`src/rtl/prc_pkg.sv`:
```
package prc_pkg;
  // Event kind carried on each slot's kind bit
  typedef enum logic {
    EV_RELEASE = 1'b0,
    EV_ALLOC   = 1'b1
  } ev_kind_e;
endpackage

```
`src/rtl/prc_net_adder.sv`:
```
// Net reference change, over all active slots, for the register named by one key
module prc_net_adder #(
  parameter int SLOTS  = 4,
  parameter int PREG_W = 4,
  parameter int NET_W  = 8
) (
  input  logic [SLOTS-1:0]        vld,
  input  logic [SLOTS-1:0]        kind,
  input  logic [SLOTS*PREG_W-1:0] preg,
  input  logic [PREG_W-1:0]       key,
  output logic signed [NET_W-1:0] net
);
  import prc_pkg::*;

  localparam logic signed [NET_W-1:0] PLUS1  = NET_W'(1);
  localparam logic signed [NET_W-1:0] MINUS1 = -NET_W'(1);

  always_comb begin
    net = '0;
    for (int m = 0; m < SLOTS; m++) begin
      if (vld[m] && (preg[m*PREG_W +: PREG_W] == key)) begin
        if (ev_kind_e'(kind[m]) == EV_ALLOC) net = net + PLUS1;
        else                                 net = net + MINUS1;
      end
    end
  end
endmodule

```
`src/rtl/prc_count_bank.sv`:
```
// Array of reference counters, updated by up to SLOTS events per cycle
module prc_count_bank #(
  parameter int NUM_PREGS = 16,
  parameter int ARCH_REGS = 8,
  parameter int SLOTS     = 4,
  parameter int PREG_W    = 4,
  parameter int CNT_W     = 6
) (
  input  logic                              clk,
  input  logic                              rst_n,
  input  logic [SLOTS-1:0]                  vld,
  input  logic [SLOTS-1:0]                  kind,
  input  logic [SLOTS*PREG_W-1:0]           preg,
  input  logic                              restore,
  input  logic [NUM_PREGS-1:0][CNT_W-1:0]   restore_cnt,
  output logic [NUM_PREGS-1:0][CNT_W-1:0]   cnt_q,
  output logic [NUM_PREGS-1:0][CNT_W-1:0]   cnt_d,
  output logic [SLOTS-1:0]                  udf
);
  localparam int NET_W = CNT_W + 2;

  logic signed [NET_W-1:0] net [SLOTS];
  logic signed [NET_W-1:0] sum [SLOTS];
  logic [PREG_W-1:0]       key [SLOTS];

  // One adder per slot; each computes the net change for its own register
  for (genvar n = 0; n < SLOTS; n++) begin : g_adder
    assign key[n] = preg[n*PREG_W +: PREG_W];

    prc_net_adder #(
      .SLOTS (SLOTS),
      .PREG_W(PREG_W),
      .NET_W (NET_W)
    ) u_add (
      .vld (vld),
      .kind(kind),
      .preg(preg),
      .key (key[n]),
      .net (net[n])
    );

    assign sum[n] = $signed({2'b00, cnt_q[key[n]]}) + net[n];
    assign udf[n] = vld[n] && sum[n][NET_W-1];
  end

  // Fixed priority: the lowest active slot naming a register writes it
  always_comb begin
    if (restore) begin
      cnt_d = restore_cnt;
    end else begin
      cnt_d = cnt_q;
      for (int r = 0; r < NUM_PREGS; r++) begin
        for (int n = SLOTS - 1; n >= 0; n--) begin
          if (vld[n] && (key[n] == PREG_W'(r))) cnt_d[r] = sum[n][CNT_W-1:0];
        end
      end
    end
  end

  always_ff @(posedge clk) begin
    if (!rst_n) begin
      for (int r = 0; r < NUM_PREGS; r++)
        cnt_q[r] <= (r < ARCH_REGS) ? CNT_W'(1) : '0;
    end else begin
      cnt_q <= cnt_d;
    end
  end
endmodule

```
`src/rtl/prc_free_pick.sv`:
```
// Lowest-index selection from the free mask
module prc_free_pick #(
  parameter int NUM_PREGS = 16,
  parameter int PREG_W    = 4
) (
  input  logic [NUM_PREGS-1:0] mask,
  output logic                 valid,
  output logic [PREG_W-1:0]    idx
);
  always_comb begin
    idx = '0;
    for (int i = NUM_PREGS - 1; i >= 0; i--) begin
      if (mask[i]) idx = PREG_W'(i);
    end
  end
  assign valid = |mask;
endmodule

```
`src/rtl/preg_refcount.sv`:
```
// Speculative and committed reference counters with an in-step free mask
module preg_refcount #(
  parameter int NUM_PREGS = 16,
  parameter int ARCH_REGS = 8,
  parameter int ROB_DEPTH = 32,
  parameter int SLOTS     = 4,
  localparam int PREG_W   = (NUM_PREGS > 1) ? $clog2(NUM_PREGS) : 1,
  localparam int CNT_W    = $clog2(ROB_DEPTH + ARCH_REGS + 1)
) (
  input  logic                     clk,
  input  logic                     rst_n,
  input  logic [SLOTS-1:0]         sp_vld,
  input  logic [SLOTS-1:0]         sp_alloc,
  input  logic [SLOTS*PREG_W-1:0]  sp_preg,
  input  logic [SLOTS-1:0]         cm_vld,
  input  logic [SLOTS-1:0]         cm_alloc,
  input  logic [SLOTS*PREG_W-1:0]  cm_preg,
  input  logic                     flush,
  output logic                     free_valid,
  output logic [PREG_W-1:0]        free_preg,
  output logic [NUM_PREGS-1:0]     free_mask,
  input  logic [PREG_W-1:0]        qry_preg,
  output logic [CNT_W-1:0]         qry_spec_cnt,
  output logic [CNT_W-1:0]         qry_cmt_cnt
);
  logic [NUM_PREGS-1:0][CNT_W-1:0] spec_q, spec_d;
  logic [NUM_PREGS-1:0][CNT_W-1:0] cmt_q, cmt_d;
  logic [SLOTS-1:0]                sp_udf, cm_udf;
  logic [NUM_PREGS-1:0]            free_q, free_d;

  // Committed bank: retirement events only, never restored
  prc_count_bank #(
    .NUM_PREGS(NUM_PREGS), .ARCH_REGS(ARCH_REGS), .SLOTS(SLOTS),
    .PREG_W(PREG_W), .CNT_W(CNT_W)
  ) u_cmt (
    .clk        (clk),
    .rst_n      (rst_n),
    .vld        (cm_vld),
    .kind       (cm_alloc),
    .preg       (cm_preg),
    .restore    (1'b0),
    .restore_cnt('0),
    .cnt_q      (cmt_q),
    .cnt_d      (cmt_d),
    .udf        (cm_udf)
  );

  // Speculative bank: overwritten by the updated committed values on flush
  prc_count_bank #(
    .NUM_PREGS(NUM_PREGS), .ARCH_REGS(ARCH_REGS), .SLOTS(SLOTS),
    .PREG_W(PREG_W), .CNT_W(CNT_W)
  ) u_spec (
    .clk        (clk),
    .rst_n      (rst_n),
    .vld        (sp_vld),
    .kind       (sp_alloc),
    .preg       (sp_preg),
    .restore    (flush),
    .restore_cnt(cmt_d),
    .cnt_q      (spec_q),
    .cnt_d      (spec_d),
    .udf        (sp_udf)
  );

  // Free mask follows zero crossings; rebuilt wholesale on flush
  always_comb begin
    for (int r = 0; r < NUM_PREGS; r++) begin
      if (flush) begin
        free_d[r] = (spec_d[r] == '0);
      end else begin
        free_d[r] = free_q[r];
        if ((spec_q[r] == '0) && (spec_d[r] != '0)) free_d[r] = 1'b0;
        if ((spec_q[r] != '0) && (spec_d[r] == '0)) free_d[r] = 1'b1;
      end
    end
  end

  always_ff @(posedge clk) begin
    if (!rst_n) begin
      for (int r = 0; r < NUM_PREGS; r++) free_q[r] <= (r >= ARCH_REGS);
    end else begin
      free_q <= free_d;
    end
  end

  prc_free_pick #(
    .NUM_PREGS(NUM_PREGS), .PREG_W(PREG_W)
  ) u_pick (
    .mask (free_q),
    .valid(free_valid),
    .idx  (free_preg)
  );

  assign free_mask = free_q;

  always_comb begin
    qry_spec_cnt = '0;
    qry_cmt_cnt  = '0;
    if (int'(qry_preg) < NUM_PREGS) begin
      qry_spec_cnt = spec_q[qry_preg];
      qry_cmt_cnt  = cmt_q[qry_preg];
    end
  end
endmodule

```
`config.mk`:
```
export PLATFORM = sky130hd
export DESIGN_NAME = preg_refcount
export DESIGN_NICKNAME = d
export VERILOG_FILES = /design/src/rtl/prc_pkg.sv /design/src/rtl/prc_net_adder.sv /design/src/rtl/prc_count_bank.sv /design/src/rtl/prc_free_pick.sv /design/src/rtl/preg_refcount.sv
export SDC_FILE = /design/constraint.sdc
export NUM_CORES = 2
export LEC_CHECK = 0
export BUFFER_PORTS_ARGS = -buffer_cell sky130_fd_sc_hd__buf_2
export CORE_MARGIN = 2
export CORE_UTILIZATION = 41
export DETAILED_ROUTE_END_ITERATION = 7
export PLACE_DENSITY = 0.63
export SYNTH_ARGS = -nofsm -noshare
export SYNTH_HDL_FRONTEND = slang
export SYNTH_HIERARCHICAL = 1
export SYNTH_SLANG_ARGS = --single-unit
```
`constraint.sdc`:
```
create_clock -name clk -period 12.4 [get_ports clk]
set_input_delay 0 -clock clk [delete_from_list [all_inputs] [get_ports clk]]
set_output_delay 0 -clock clk [all_outputs]
set_load 0.005 [all_outputs]
```
### Word-level counts from Yosys, hierarchy flattened

Index checks and enable logic that the tools add are counted.

| operators by class | value |
|---|---|
| add/subtract/negate cells | 56 |
| $lt $le $gt $ge | 9 |
| equal/unequal tests | 144 |
| muxes and demuxes | 271 |
| reductions and logical operators | 273 |

Operators by type and width:

| operator | number |
|---|---|
| 6-bit 2-to-1 mux | 196 |
| 4-bit equality test (second input constant) | 64 |
| 6-bit binary-select mux with 4-bit select | 10 |
| 6-bit logical NOT | 32 |
| 6-bit nonzero test | 32 |
| 1-bit logical AND | 184 |
| 6-bit by 1-bit adder with 6-bit output (second input constant) | 24 |
| 6-bit by 2-bit adder with 6-bit output (second input constant) | 24 |
| 4-bit by 3-bit equality test with 1-bit output (second input constant) | 32 |
| 4-bit equality test | 24 |
| 96-bit 2-to-1 mux | 1 |
| 4-bit by 2-bit equality test with 1-bit output (second input constant) | 16 |
| 4-bit 2-to-1 mux | 16 |
| 6-bit adder | 8 |
| 1-bit 2-to-1 mux | 48 |
| 3-bit nonzero test | 16 |
| 4-bit by 5-bit less-than comparator with 1-bit output (second input constant) | 9 |
| 4-bit by 1-bit equality test with 1-bit output (second input constant) | 8 |
| 4-bit logical NOT | 8 |
| 16-bit OR reduction | 1 |

| storage, ports and cells | value |
|---|---|
| flip-flop bits (word level) | 208 |
| bits of input ports | 55 |
| output and inout bits | 33 |
| word-level logic and storage cells | 801 |

### Longest topological paths before layout

| logic depth | value |
|---|---|
| depth after elaboration | 23 |
| mapped depth | 35 |
| gate-level depth less buffers | 33 |

### By module

The synthesis kept the hierarchy.

By module, submodules not included:

| module | instances | cells each | area an instance (sq um) | sequential area each (sq um) |
|---|---|---|---|---|
| prc_count_bank at u_spec | 1 | 1,524 | 12,179.2 | 1,921.8 |
| prc_count_bank at u_cmt | 1 | 1,449 | 11,951.5 | 1,921.8 |
| prc_net_adder at u_cmt.g_adder[0].u_add ... | 5 | 140 | 1,089.8 | 0.0 |
| preg_refcount | 1 | 253 | 2,661.3 | 320.3 |
| prc_net_adder at u_spec.g_adder[1].u_add | 1 | 141 | 1,122.3 | 0.0 |
| prc_net_adder at u_spec.g_adder[2].u_add | 1 | 131 | 1,052.3 | 0.0 |
| prc_net_adder at u_spec.g_adder[3].u_add | 1 | 131 | 1,047.3 | 0.0 |
| prc_free_pick | 1 | 34 | 176.4 | 0.0 |

### Least setup slack after synthesis

Ideal clock, no wire load.

| path | value |
|---|---|
| path type | input -> register |
| start | in cm_preg[13] |
| end | reg free_q[12] (netlist: free_mask[12]) |
| arrival time | 6,358 ps |
| slack | 5,960 ps |
| cell stages on the path | 34 |
| path through | xor2_1 > nor3_4 > and2_1 > inv_1 > fa_1 > inv_1 > fa_1 > inv_1 > mux2i_1 > ha_1 > clkbuf_1 > nand2_1 > or4_1 > nand4_2 > nand2_1 > o21ai_0 > a21oi_1 > ha_1 > xor2_1 > mux2_2 > ha_1 > a21o_1 > a21oi_1 > and3b_1 > clkbuf_1 > clkbuf_1 > o31ai_1 > o211ai_1 > nand2_1 > a222oi_1 > nand2_1 > nor4_1 > nand2_1 > o2111ai_1 |

RTL lines:

| what | RTL line | source |
|---|---|---|
| start, declared | preg_refcount.sv:17 | `input logic [SLOTS*PREG_W-1:0] cm_preg,` |
| end signal, assigned | preg_refcount.sv:82 | `free_q <= free_d;` |
| end, declared | preg_refcount.sv:29 | `logic [NUM_PREGS-1:0] free_q, free_d;` |

==> out/summary.txt <==
status = finished, violations left
failing checks = DRC, capacitance limit, slew limit
most frequent CP cell = fa_1
Die H = 290.3 µm
Pwr per Cell Area = 98.95 nW/µm²
final worst path period share = 60.47%
Placed Instances = 5127
vias in the first global route = 33.93k
yosys warns = 6
worst reg-to-reg setup slack = 7.25 ns
PostCTS Resize Cnt = 0
Tightest Hold Check Type = primary input to register
GRT Residual Overflow = 0
fin util = 44.84%
CP delay by family, top = adder cells
Starting Density = 41.58%
Iter 0 DRT Violations = 6727
Clk Tree Root Cell = clkbuf_16
P&R area growth vs syn = 7.831%
Vias = 37.41k
Rows = 104
Worst Tran Pin Value = 1.530 ns
Crit Reg-Reg Endpoint = free_mask[13]
crit path capture type = register
worst hold stages = 5
Worst Path Arrival = 8.03 ns
RR Startpoint = u_spec/cnt_q[94]
Max Slew Vio Count = 10
Die ar. = 84270 µm²
CP max stage cell = ha_1
Core ar. = 80810 µm²
via/cell ratio = 7.212
critical path buffer and inverter count = 4
synthesized area = 33600 µm²
worst hold start = sp_vld[1]
H-tree lvl count = 1
router iterations before antenna repair = 8
Setup Skew = 0.02312 ns
Hold EP = u_spec/cnt_q[58]
CTS tree = yes
Worst VDD drop = 102.6 µV
count of input and output buffers = 87
Final min period = 7.499 ns
highest clock rate = 133.4 MHz
Finished Layout Cells = 5187
Final Hold Viols = 0
Reg clk slew, reported paths = 0.06 ns
Chip Width = 290.3 µm
Avg Cell Area, Syn = 8.256 µm²
Worst R2R Path Depth = 13
CTS sink count = 208
Layout Nets = 4322
P_leak = 13.57 nW
DRT antenna net count = 0
Startpoint Class = primary input
TritonCTS Buffers = 28
Final Wtd Congestion = 1.144
Worst Path Required = 12.93 ns
Slew HR = -2.532%
routed len/inst = 32.38 µm
clk buf depth = 3
GRT Util Overall = 38.23%
fraction of layout cells with a size suffix above 1 = 17.04%
DRC Markers = 3
worst skew pair latency = 0.62 ns
Ports = 88
cell count after synthesis = 4070
crit path kind = primary input to register
slowest stage delay, CP = 1.14 ns
CP max FO = 46
largest net degree at the start of global routing = 110
Detail Placement HPWL = 122.2 mm
# Max-Cap Violations = 1
Setup Viol. Count Final = 0
RSZ-0062 raised after global routing = no
total wire length after detailed routing = 168.0 mm
Fin Setup TNS = 0 ns
first-pass GRT wire length = 238.6 mm
initial antenna violation count = 8
worst max-delay path by stage:
stage | from | end | cells after the start
2_1_floorplan | cm_preg[13] | free_mask[12] | 34
3_5_place_dp | sp_preg[1] | free_mask[13] | 27
5_1_grt | cm_preg[0] | free_mask[9] | 35
3_3_place_gp | sp_preg[1] | free_mask[13] | 31
4_1_cts | sp_preg[1] | free_mask[13] | 27
6_report | sp_preg[1] | free_mask[13] | 27
layout by cell type (no fill, tap or decap), types with 89 or more instances in the layout:
master and count:
ha_1 112, and2_1 105, o211ai_1 113, inv_1 128, buf_4 89, conb_1 103, xor2_1 91, o21ai_0 227
mux4_2 273, nor2_1 377, o22ai_1 97, a21oi_1 263, nand2_1 438, dfxtp_1 208
layout make-up:
type | count | area [µm²]
fill | 7991 | 44570
multi-input combinational | 3554 | 28140
sequential | 208 | 4164
tap | 1060 | 1326
timing repair buffer | 175 | 1109
clock buffer | 32 | 745.7
inverter | 132 | 495.5
clock inverter | 18 | 231.5
antenna | 8 | 20.02
flip-flops by register name, indices dropped and copies added (netlist names):
register	count
free_mask	16
u_cmt/cnt_q	96
u_spec/cnt_q	96
per-layer routing:
metal	share of wire [%]	vias up	GRT usage, %
met5	0.076	-	0.1702
met4	7.5	12	22.70
met3	18	738	18.25
met2	38	3201	51.63
met1	37	17810	48.92
li1	-	15640	-
worst reg2reg max path, delay by kind of cell, from the launching register on:
family | cells | cell delay (ns)
adders and majority gates | 1 | 1.16
AOI/OAI and AO/OA | 5 | 1.14
muxes | 2 | 1.08
and+or+nand+nor | 4 | 0.86
DFF | 1 | 0.47
buffers and inverters | 1 | 0.37
repair_timing:
action	in CTS	in global routing
endpoints found under the hold margin	13	0
buffers inserted	0	0
hold buffers	2	0
report_power, final:
| part | leakage, nW | total [mW] | internal [mW] | switching [mW] |
|---|---|---|---|---|
| registers | 1.72 | 0.889 | 0.726 | 0.163 |
| logic | 11.4 | 1.80 | 0.599 | 1.20 |
| clock network | 0.485 | 0.900 | 0.532 | 0.368 |
per-stage QoR:
| step | total power, mW | area [µm²] | setup WS, ns | hold slack (ns) |
|---|---|---|---|---|
| final | 3.586 | 36230 | 4.901 | 0.2806 |
| after global routing | 3.636 | 36210 | 4.312 | 0.2894 |
| after CTS | 3.450 | 36210 | 5.033 | 0.2119 |
| after detailed placement | 2.550 | 35220 | 4.427 | 0.4977 |
| after global placement | 2.543 | 35220 | 4.586 | 0.4990 |
| after floorplan | 1.846 | 33990 | 6.049 | 0.1955 |
(Power assumes the default switching activity.)
